--- config.mk ---
export PLATFORM = sky130hd
export DESIGN_NAME = adc_pair_reader
export DESIGN_NICKNAME = d
export VERILOG_FILES = /design/src/rtl/adc_pair_reader.sv
export SDC_FILE = /design/constraint.sdc
export NUM_CORES = 1
export LEC_CHECK = 0
export BUFFER_PORTS_ARGS = -buffer_cell sky130_fd_sc_hd__buf_2
export CAP_MARGIN = 20
export CORE_UTILIZATION = 58
export DETAILED_ROUTE_END_ITERATION = 8
export GPL_TIMING_DRIVEN = 0
export PLACE_DENSITY = 0.85
export SLEW_MARGIN = 40
export SYNTH_ARGS = -nofsm -noshare
export SYNTH_HDL_FRONTEND = slang
export SYNTH_SLANG_ARGS = --single-unit
--- constraint.sdc ---
create_clock -name clk -period 7.2 [get_ports clk]
set_input_delay 1.08 -clock clk [delete_from_list [all_inputs] [get_ports clk]]
set_output_delay 1.08 -clock clk [all_outputs]
set_load 0.005 [all_outputs]
--- src/rtl/adc_pair_reader.sv ---
module adc_pair_reader #(
  parameter int DW        = 16,
  parameter int NPAIR     = 3,
  parameter int START_LOW = 4,
  parameter int RD_LOW    = 3,
  parameter int RD_HIGH   = 2,
  parameter int TIMEOUT   = 400
) (
  input  logic                    clk,
  input  logic                    rst_n,
  input  logic                    trigger,
  input  logic [NPAIR-1:0]        pair_en,
  input  logic                    busy,
  input  logic [DW-1:0]           bus_data,
  output logic [NPAIR-1:0]        start_n,
  output logic                    cs_n,
  output logic                    rd_n,
  output logic                    ser_par_sel,
  output logic                    word_byte_sel,
  output logic                    frame_valid,
  output logic [2*NPAIR*DW-1:0]   frame,
  output logic                    overrun,
  output logic                    timeout_err
);
  localparam int NCH = 2 * NPAIR;
  localparam int CW  = $clog2(TIMEOUT + START_LOW + RD_LOW + RD_HIGH + 1);
  localparam int WW  = $clog2(NCH + 1);

  typedef enum logic [2:0] {S_IDLE, S_START, S_WAIT, S_RDLO, S_RDHI, S_DONE} st_t;

  st_t              st;
  logic [CW-1:0]    cnt;
  logic [WW-1:0]    ch;
  logic [NPAIR-1:0] mask;
  logic             b1, b2, b3;
  logic             busy_fall;
  logic [WW-1:0]    ch_after;

  function automatic logic [WW-1:0] next_ch(input logic [WW-1:0] from, input logic [NPAIR-1:0] m);
    next_ch = WW'(NCH);
    for (int k = NCH - 1; k >= 0; k--)
      if (k >= int'(from) && m[k/2]) next_ch = WW'(k);
  endfunction

  assign busy_fall     = b3 & ~b2;
  assign ch_after      = next_ch(ch + WW'(1), mask);
  assign start_n       = (st == S_START) ? ~mask : '1;
  assign cs_n          = !(st == S_RDLO || st == S_RDHI);
  assign rd_n          = (st != S_RDLO);
  assign frame_valid   = (st == S_DONE);
  assign ser_par_sel   = 1'b0;
  assign word_byte_sel = 1'b0;

  always_ff @(posedge clk or negedge rst_n) begin
    if (!rst_n) begin
      {b3, b2, b1} <= '0;
      st          <= S_IDLE;
      cnt         <= '0;
      ch          <= '0;
      mask        <= '0;
      frame       <= '0;
      overrun     <= 1'b0;
      timeout_err <= 1'b0;
    end else begin
      {b3, b2, b1} <= {b2, b1, busy};
      if (trigger && st != S_IDLE) overrun <= 1'b1;
      case (st)
        S_IDLE: if (trigger && |pair_en) begin
          mask  <= pair_en;
          frame <= '0;
          cnt   <= '0;
          st    <= S_START;
        end
        S_START: if (cnt == CW'(START_LOW - 1)) begin
          cnt <= '0;
          st  <= S_WAIT;
        end else cnt <= cnt + 1'b1;
        S_WAIT: if (busy_fall) begin
          cnt <= '0;
          ch  <= next_ch('0, mask);
          st  <= S_RDLO;
        end else if (cnt == CW'(TIMEOUT - 1)) begin
          timeout_err <= 1'b1;
          st          <= S_IDLE;
        end else cnt <= cnt + 1'b1;
        S_RDLO: if (cnt == CW'(RD_LOW - 1)) begin
          frame[int'(ch)*DW +: DW] <= bus_data;
          cnt <= '0;
          ch  <= ch_after;
          st  <= (ch_after == WW'(NCH)) ? S_DONE : S_RDHI;
        end else cnt <= cnt + 1'b1;
        S_RDHI: if (cnt == CW'(RD_HIGH - 1)) begin
          cnt <= '0;
          st  <= S_RDLO;
        end else cnt <= cnt + 1'b1;
        default: st <= S_IDLE;
      endcase
    end
  end
endmodule

==> impl_metrics.tcl, run 1 <==
set metrics [dict create \
    status "complete, but fails checks" \
    violations "DRC" \
    worstPathCellList "clkbuf_1 > and3b_1 > clkbuf_1 > clkbuf_1 > a21oi_1 > buf_2" \
    hold_depth 0 \
    slowest_stage "clkbuf_1" \
    cts_buffer_depth 2 \
    synth_area_mm2 0.00531 \
    tightest_slew_ns 0.698 \
    cts-root-buf "clkbuf_8" \
    relSlewSlack_pct 53.2 \
    cp_max_fo 10 \
    ant_nets 0 \
    endpoint_kind "primary output" \
    max-vdd-ir-drop_v 0.000225 \
    synth-seq-cells 119 \
    globalplace.congestion 0.951 \
    grt.busiest_layer "met2" \
    die_area_mm2 0.00954 \
    fp.dieW_um 97.7 \
    postCtsSetupRepairBufs 0 \
    hold_buffers 0 \
    instances_no_fill 767 \
    regToRegStartpoint "ch[0]" \
    synth_area_leader_cell "dfrtp_1" \
    synth_seq_area_share_pct 56.1 \
    synth_top_cells_by_count "dfrtp_1, nand2_1, a22o_1" \
    fin_util_pct 76.9 \
    timing.fmax_mhz 294 \
    placed_cell_area_mm2 0.00612 \
    fin_crit_ns 3.40 \
    yosys_most_used_dff "dfrtp_1" \
    grt_pass1_vias 4570 \
    antennaDiodeCount 0 \
    grt_pass1_wl_mm 23.6 \
    finalSetupTns_ns 0 \
    rsz0062_at_grt "no" \
    rrSetupSlack_ns 4.11 \
    start_util_pct 60.3 \
    cpMostUsedCell "clkbuf_1" \
    grtUsageMet2_pct 54.3 \
    antenna_found_initial 0 \
    drv_cap 0 \
    place_inst 735 \
    ctsResizeCount 0 \
    multiInputGateArea_mm2 0.00212 \
    fp-row-count 34 \
    reg2reg_depth 10 \
    cts.sinks 119 \
    synth_top_area_share_pct 56.1 \
    cpPeakStageDelay_ns 0.43 \
    drt_wl_total_mm 14.9 \
    die_y_um 97.7 \
    layout.nets 679 \
    drt_first_iter_violations 338 \
    register_area_mm2 0.00298 \
    hold_violations 0 \
    worstPathRequired_ns 6.12 \
    clock_latency_ns 0.52 \
    crit_path_start_kind "flop" \
    drt_pre_antenna_iters 7 \
    ys_warn_count 0 \
    fin_area_mm2 0.00678 \
    grt_usage_pct 32.4 \
    viasPerCell 6.14 \
    finalCritPeriodShare_pct 47.2 \
    finalSetupViolCount 0 \
    clk_pin_slew_ns 0.06 \
    num_vias 4711 \
    crit-reg2reg-capture "frame[75]" \
    final_layout_size_suffix_gt1_share_pct 27.3 \
    synth_edf_count 0 \
    n_fill_cell 549 \
    pin_count 129 \
    numCtsBuffers 17 \
    syn_inst 499 \
    htree_levels 4 \
    hold_class "flop to flop" \
    wl_per_cell_um 19.4 \
    synth_cell_types 54 \
    core_mm2 0.00881 \
    grt_use_met1_pct 39.5 \
    netlist_top_cells_area "dfrtp_1, a22o_1, nand2_1" \
    grt_overflow 0 \
    holdPathEnd "b2" \
    io_buffers 126 \
    cp_data_arrival_time_ns 2.32 \
    crit_type "flop to primary output" \
    power_leakage_uw 0.00345 \
    avgSynthCellArea_um2 10.6 \
    clock_skew_ns 0.0102 \
    drc_errors 30 \
    met3_usage_pct 8.13 \
    power_density_mw_per_mm2 326 \
    cts_tree "done" \
    dp_hpwl_mm 10.1 \
    yosysMostFrequentCell "dfrtp_1" \
    synthArstFlopShare_pct 100 \
    drv_slew 0 \
    grt_max_degree 66 \
    area_growth_pct 27.6 \
    hp-start "b1" \
]
[cell families after synthesis]
logic type                 Yosys count  synth area share (%)
buffers and inverters               54                  4.10
adders and majority gates           10                  2.36
xor gates and xnor gates             1                 0.165
other                                1                0.0706
and+or+nand+nor                    159                  14.4
muxes                               22                  4.26
DFF                                119                  56.1
AOI/OAI and AO/OA                  133                  18.6
[layer usage]
layer,up-vias,wire (um)
li1,2069,-
met4,0,526
met3,51,1220
met1,2311,5650
met5,-,0
met2,280,7510
[cell usage in the layout (no fill, tap or decap), types with 9 or more instances in the layout]
master	synthesis	final
nand3_1	10	10
nand2_1	84	84
mux2i_1	17	17
dfrtp_1	119	119
buf_2	6	131
a22o_1	53	53
a21oi_1	9	9
clkbuf_16	0	16
and3_1	9	9
o21ai_1	35	35
clkbuf_1	19	19
inv_1	26	26
ha_1	10	10
nor2_1	17	17
[how the worst max path moves through the flow]
stage,startpoint,endpoint,slack (ns),depth (start not counted)
6_report,st[2],cs_n,3.80,6
5_1_grt,st[2],cs_n,3.64,6
4_1_cts,st[2],cs_n,3.82,6
3_5_place_dp,pair_en[1],frame[87],4.20,7
3_3_place_gp,rst_n,cnt[3],3.73,1
2_1_floorplan,pair_en[1],frame[38],4.63,7
[critical path: cells and delay by family (launching register included)]
kind,cells,cell delay (ns)
DFF,1,0.37
buffers and inverters,4,1.11
and+or+nand+nor,1,0.25
AOI/OAI and AO/OA,1,0.08
[report_power, final]
group	leakage, uW	total [uW]	internal, uW	switching, uW
Combinational	0.00150	523	176	347
Sequential	0.00164	749	705	44.4
Clock	0.000316	934	606	328
[sequential cells by signal, indices dropped and copies added (netlist names)]
register     count
cnt              9
frame           96
b2               1
ch               3
b1               1
b3               1
mask             3
timeout_err      1
overrun          1
st               3
[layout make-up]
class | instances | share of cell area (%)
clock buffer | 17 | 6.11
multi-input combinational | 327 | 31.3
tap | 108 | 1.99
buffer | 27 | 1.72
clock inverter | 15 | 3.53
inverter | 27 | 1.50
timing repair buffer | 127 | 9.86
sequential | 119 | 44.0
[through the flow]
step | power (uW) | hold slack (ns) | worst slack [ns]
global route | 2290 | 0.361 | 3.64
finish | 2210 | 0.352 | 3.80
detailed placement | 1260 | 0.341 | 4.20
floorplan | 1090 | 0.331 | 4.63
global placement | 1230 | 0.333 | 3.73
CTS | 2200 | 0.355 | 3.82
(Power assumes the default switching activity.)
==> run 2: changes to the inputs <==
--- a/config.mk
+++ b/config.mk
@@ -5,12 +5,13 @@
 export SDC_FILE = /design/constraint.sdc
 export NUM_CORES = 1
 export LEC_CHECK = 0
+export ABC_AREA = 1
 export BUFFER_PORTS_ARGS = -buffer_cell sky130_fd_sc_hd__buf_2
 export CAP_MARGIN = 20
-export CORE_UTILIZATION = 58
+export CORE_UTILIZATION = 50
 export DETAILED_ROUTE_END_ITERATION = 8
 export GPL_TIMING_DRIVEN = 0
-export PLACE_DENSITY = 0.85
+export PLACE_DENSITY = 0.76
 export SLEW_MARGIN = 40
 export SYNTH_ARGS = -nofsm -noshare
 export SYNTH_HDL_FRONTEND = slang
==> constraint.sdc (replaced) <==
create_clock -name clk -period 2.9 [get_ports clk]
set_input_delay 0.435 -clock clk [delete_from_list [all_inputs] [get_ports clk]]
set_output_delay 0.435 -clock clk [all_outputs]
set_load 0.005 [all_outputs]
==> run 2 against run 1 <==
The flow now finishes without violations. Critical endpoint is now frame[71]. Largest cell class unchanged. Combinational power rose to 5.4 times the previous value. Via count up 23%. Highest routed layer unchanged. Synthesized area increased by 16%. Total power increased to 3.1 times the previous value. Register-to-register slack lost 3.7 ns. First-iteration DRC count up 65%. Final cell count increased by 39%. Count of clock-buffer cells in the layout increased by 5. Sequential share of layout area fell by 4.9 points. Synthesized cell count grew 52%.
==> impl_metrics.tcl, run 2 <==
set metrics [dict create \
    finalSetupTns_ns 0 \
    yosys_most_used_dff "dfrtp_1" \
    fin_crit_ns 2.54 \
    synth_seq_area_share_pct 48.4 \
    numCtsBuffers 17 \
    holdPathEnd "b1" \
    io_buffers 126 \
    rrSetupSlack_ns 0.36 \
    dp_hpwl_mm 12.3 \
    final_layout_size_suffix_gt1_share_pct 25.4 \
    top_regs "frame (96), cnt (9)" \
    clock_skew_ns 0.00726 \
    relSlewSlack_pct 52.1 \
    ant_nets 0 \
    crit_type "flop to flop" \
    synth_area_leader_cell "dfrtp_1" \
    ctsResizeCount 0 \
    viasPerCell 5.42 \
    synthArstFlopShare_pct 100 \
    area_growth_pct 24.0 \
    max-vdd-ir-drop_v 0.000546 \
    finalCritPeriodShare_pct 87.5 \
    yosysMostFrequentCell "nand2_1" \
    synth_top_cells_by_count "nand2_1, dfrtp_1, nand3_1" \
    grt_pass1_vias 5184 \
    top_register "frame" \
    crit-reg2reg-capture "frame[71]" \
    synth_top_area_share_pct 48.4 \
    regToRegStartpoint "ch[0]" \
    drc_errors 0 \
    cts_tree "done" \
    crit_path_start_kind "flop" \
    antennaDiodeCount 0 \
    htree_levels 4 \
    drt_wl_total_mm 16.8 \
    hold_depth 1 \
    clk_pin_slew_ns 0.05 \
    hold_class "input pin to flop" \
    hp-start "busy" \
    cts_buffer_depth 2 \
    globalplace.congestion 0.915 \
    antenna_found_initial 0 \
    cts-root-buf "clkbuf_16" \
    netlist_top_cells_area "dfrtp_1, nand2_1, nand3_1" \
    n_fill_cell 1080 \
    power_leakage_uw 0.00420 \
    num_vias 5782 \
    fp.dieW_um 113 \
    cp_max_fo 10 \
    hold_ws_ns 0.131 \
    placed_cell_area_mm2 0.00701 \
    drv_slew 0 \
    pin_count 129 \
    grt_pass1_wl_mm 26.9 \
    synth_cell_types 38 \
    final_common_cell "nand2_1" \
    status "completed" \
    cts.sinks 119 \
    ys_warn_count 0 \
    synth-seq-cells 119 \
    clock_latency_ns 0.42 \
    drt_pre_antenna_iters 5 \
    drt_first_iter_violations 558 \
    endpoint_kind "flop" \
    largest_reg_flops 96 \
    rsz0062_at_grt "no" \
    layout.nets 941 \
    tightest_slew_ns 0.719 \
    wl_per_cell_um 15.8 \
    power_density_mw_per_mm2 902 \
    hold_violations 0 \
    grt_usage_pct 27.5 \
    synth_edf_count 0 \
    core_mm2 0.0120 \
    fp-row-count 40 \
    final_cell_mix "nand2_1, buf_2, dfrtp_1" \
    avgSynthCellArea_um2 8.10 \
    synth_area_mm2 0.00616 \
    reg2reg_depth 11 \
    start_util_pct 51.3 \
    die_y_um 113 \
    grt_overflow 0 \
    finalSetupViolCount 0 \
    worstPathRequired_ns 3.20 \
    grt_max_degree 65 \
    fin_area_mm2 0.00763 \
    cp_data_arrival_time_ns 2.84 \
    die_area_mm2 0.0128 \
    drv_cap 0 \
    syn_inst 760 \
    timing.fmax_mhz 394 \
]
## run 2: cell count changes after synthesis, sizes merged, moves of 14 or more
cell and change:
buf +18, nand2 +193, nor3 +21, nand3 +93, nor2 +31, mux2i -17
clkbuf -14, a22o -53, inv +32, nand4 +18
## run 2: metrics by stage
step	std cells	utilization (%)	power (uW)	setup slack, ns
after floorplan	761	-	3980	0.770
after global routing	1067	63.6	7270	0.176
after CTS	1067	63.6	6890	0.379
after detailed placement	1035	58.4	4730	0.393
final	1067	63.6	6890	0.363
after global placement	1034	58.1	4690	-0.0988
## run 2: logic make-up (layout without fill, tap and decap cells)
family / Yosys count / in the layout / synth area share (%)
fa+ha+maj: 10 / 10 / 2.03
compound gates: 60 / 60 / 5.22
buf+inv: 92 / 251 / 6.97
other cells: 1 / 2 / 0.0609
xor+xnor: 1 / 1 / 0.142
flops: 119 / 119 / 48.4
mux: 1 / 1 / 0.183
simple gates: 476 / 476 / 37.0
## run 2: final cells by class
| class | instances | area, um2 | share of cell area (%) |
|---|---|---|---|
| Buffer | 31 | 200 | 2.62 |
| Timing Repair Buffer | 128 | 678 | 8.88 |
| Sequential cell | 119 | 2980 | 39.0 |
| Inverter | 61 | 229 | 3.00 |
| Clock inverter | 9 | 116 | 1.52 |
| Tap cell | 147 | 184 | 2.41 |
| Multi-Input combinational cell | 550 | 2750 | 36.1 |
| Clock buffer | 22 | 494 | 6.47 |
## run 2: worst max-delay path by stage
stage	start	end	depth (start not counted)	slack [ns]
after detailed placement	ch[0]	frame[71]	11	0.39
final	ch[0]	frame[71]	11	0.36
after global routing	ch[0]	frame[77]	11	0.18
after CTS	ch[0]	frame[71]	11	0.38
after floorplan	ch[0]	frame[11]	11	0.77
after global placement	rst_n	ch[1]	1	-0.1
## run 2: worst max-delay path, cell delays in order (launching register included)
cell,delay (ns)
dfrtp_1,0.41
buf_2,0.21
inv_1,0.11
ha_1,0.21
ha_1,0.20
nor2_2,0.27
nand4_1,0.14
nand2_1,0.29
nand4_4,0.21
buf_2,0.23
nand2_1,0.08
nand2_1,0.05
## run 2: where the power goes
part	internal, uW	leakage [uW]	switching, uW
registers	1780	0.00164	126
clock network	1380	0.000287	764
logic	810	0.00227	2020
## run 2: what timing repair did
action                                 in CTS  in global routing
buffers inserted                            0                  0
hold buffers                                1                  0
endpoints found under the hold margin      55                  0
## run 2: routing by layer
layer / vias to the layer above / GRT usage, % / wire length, um
li1: 2753 / - / -
met1: 2773 / 39.2 / 7680
met3: 27 / 5.68 / 1060
met2: 229 / 42.1 / 7710
met5: - / 0 / 0
met4: 0 / 9.30 / 380
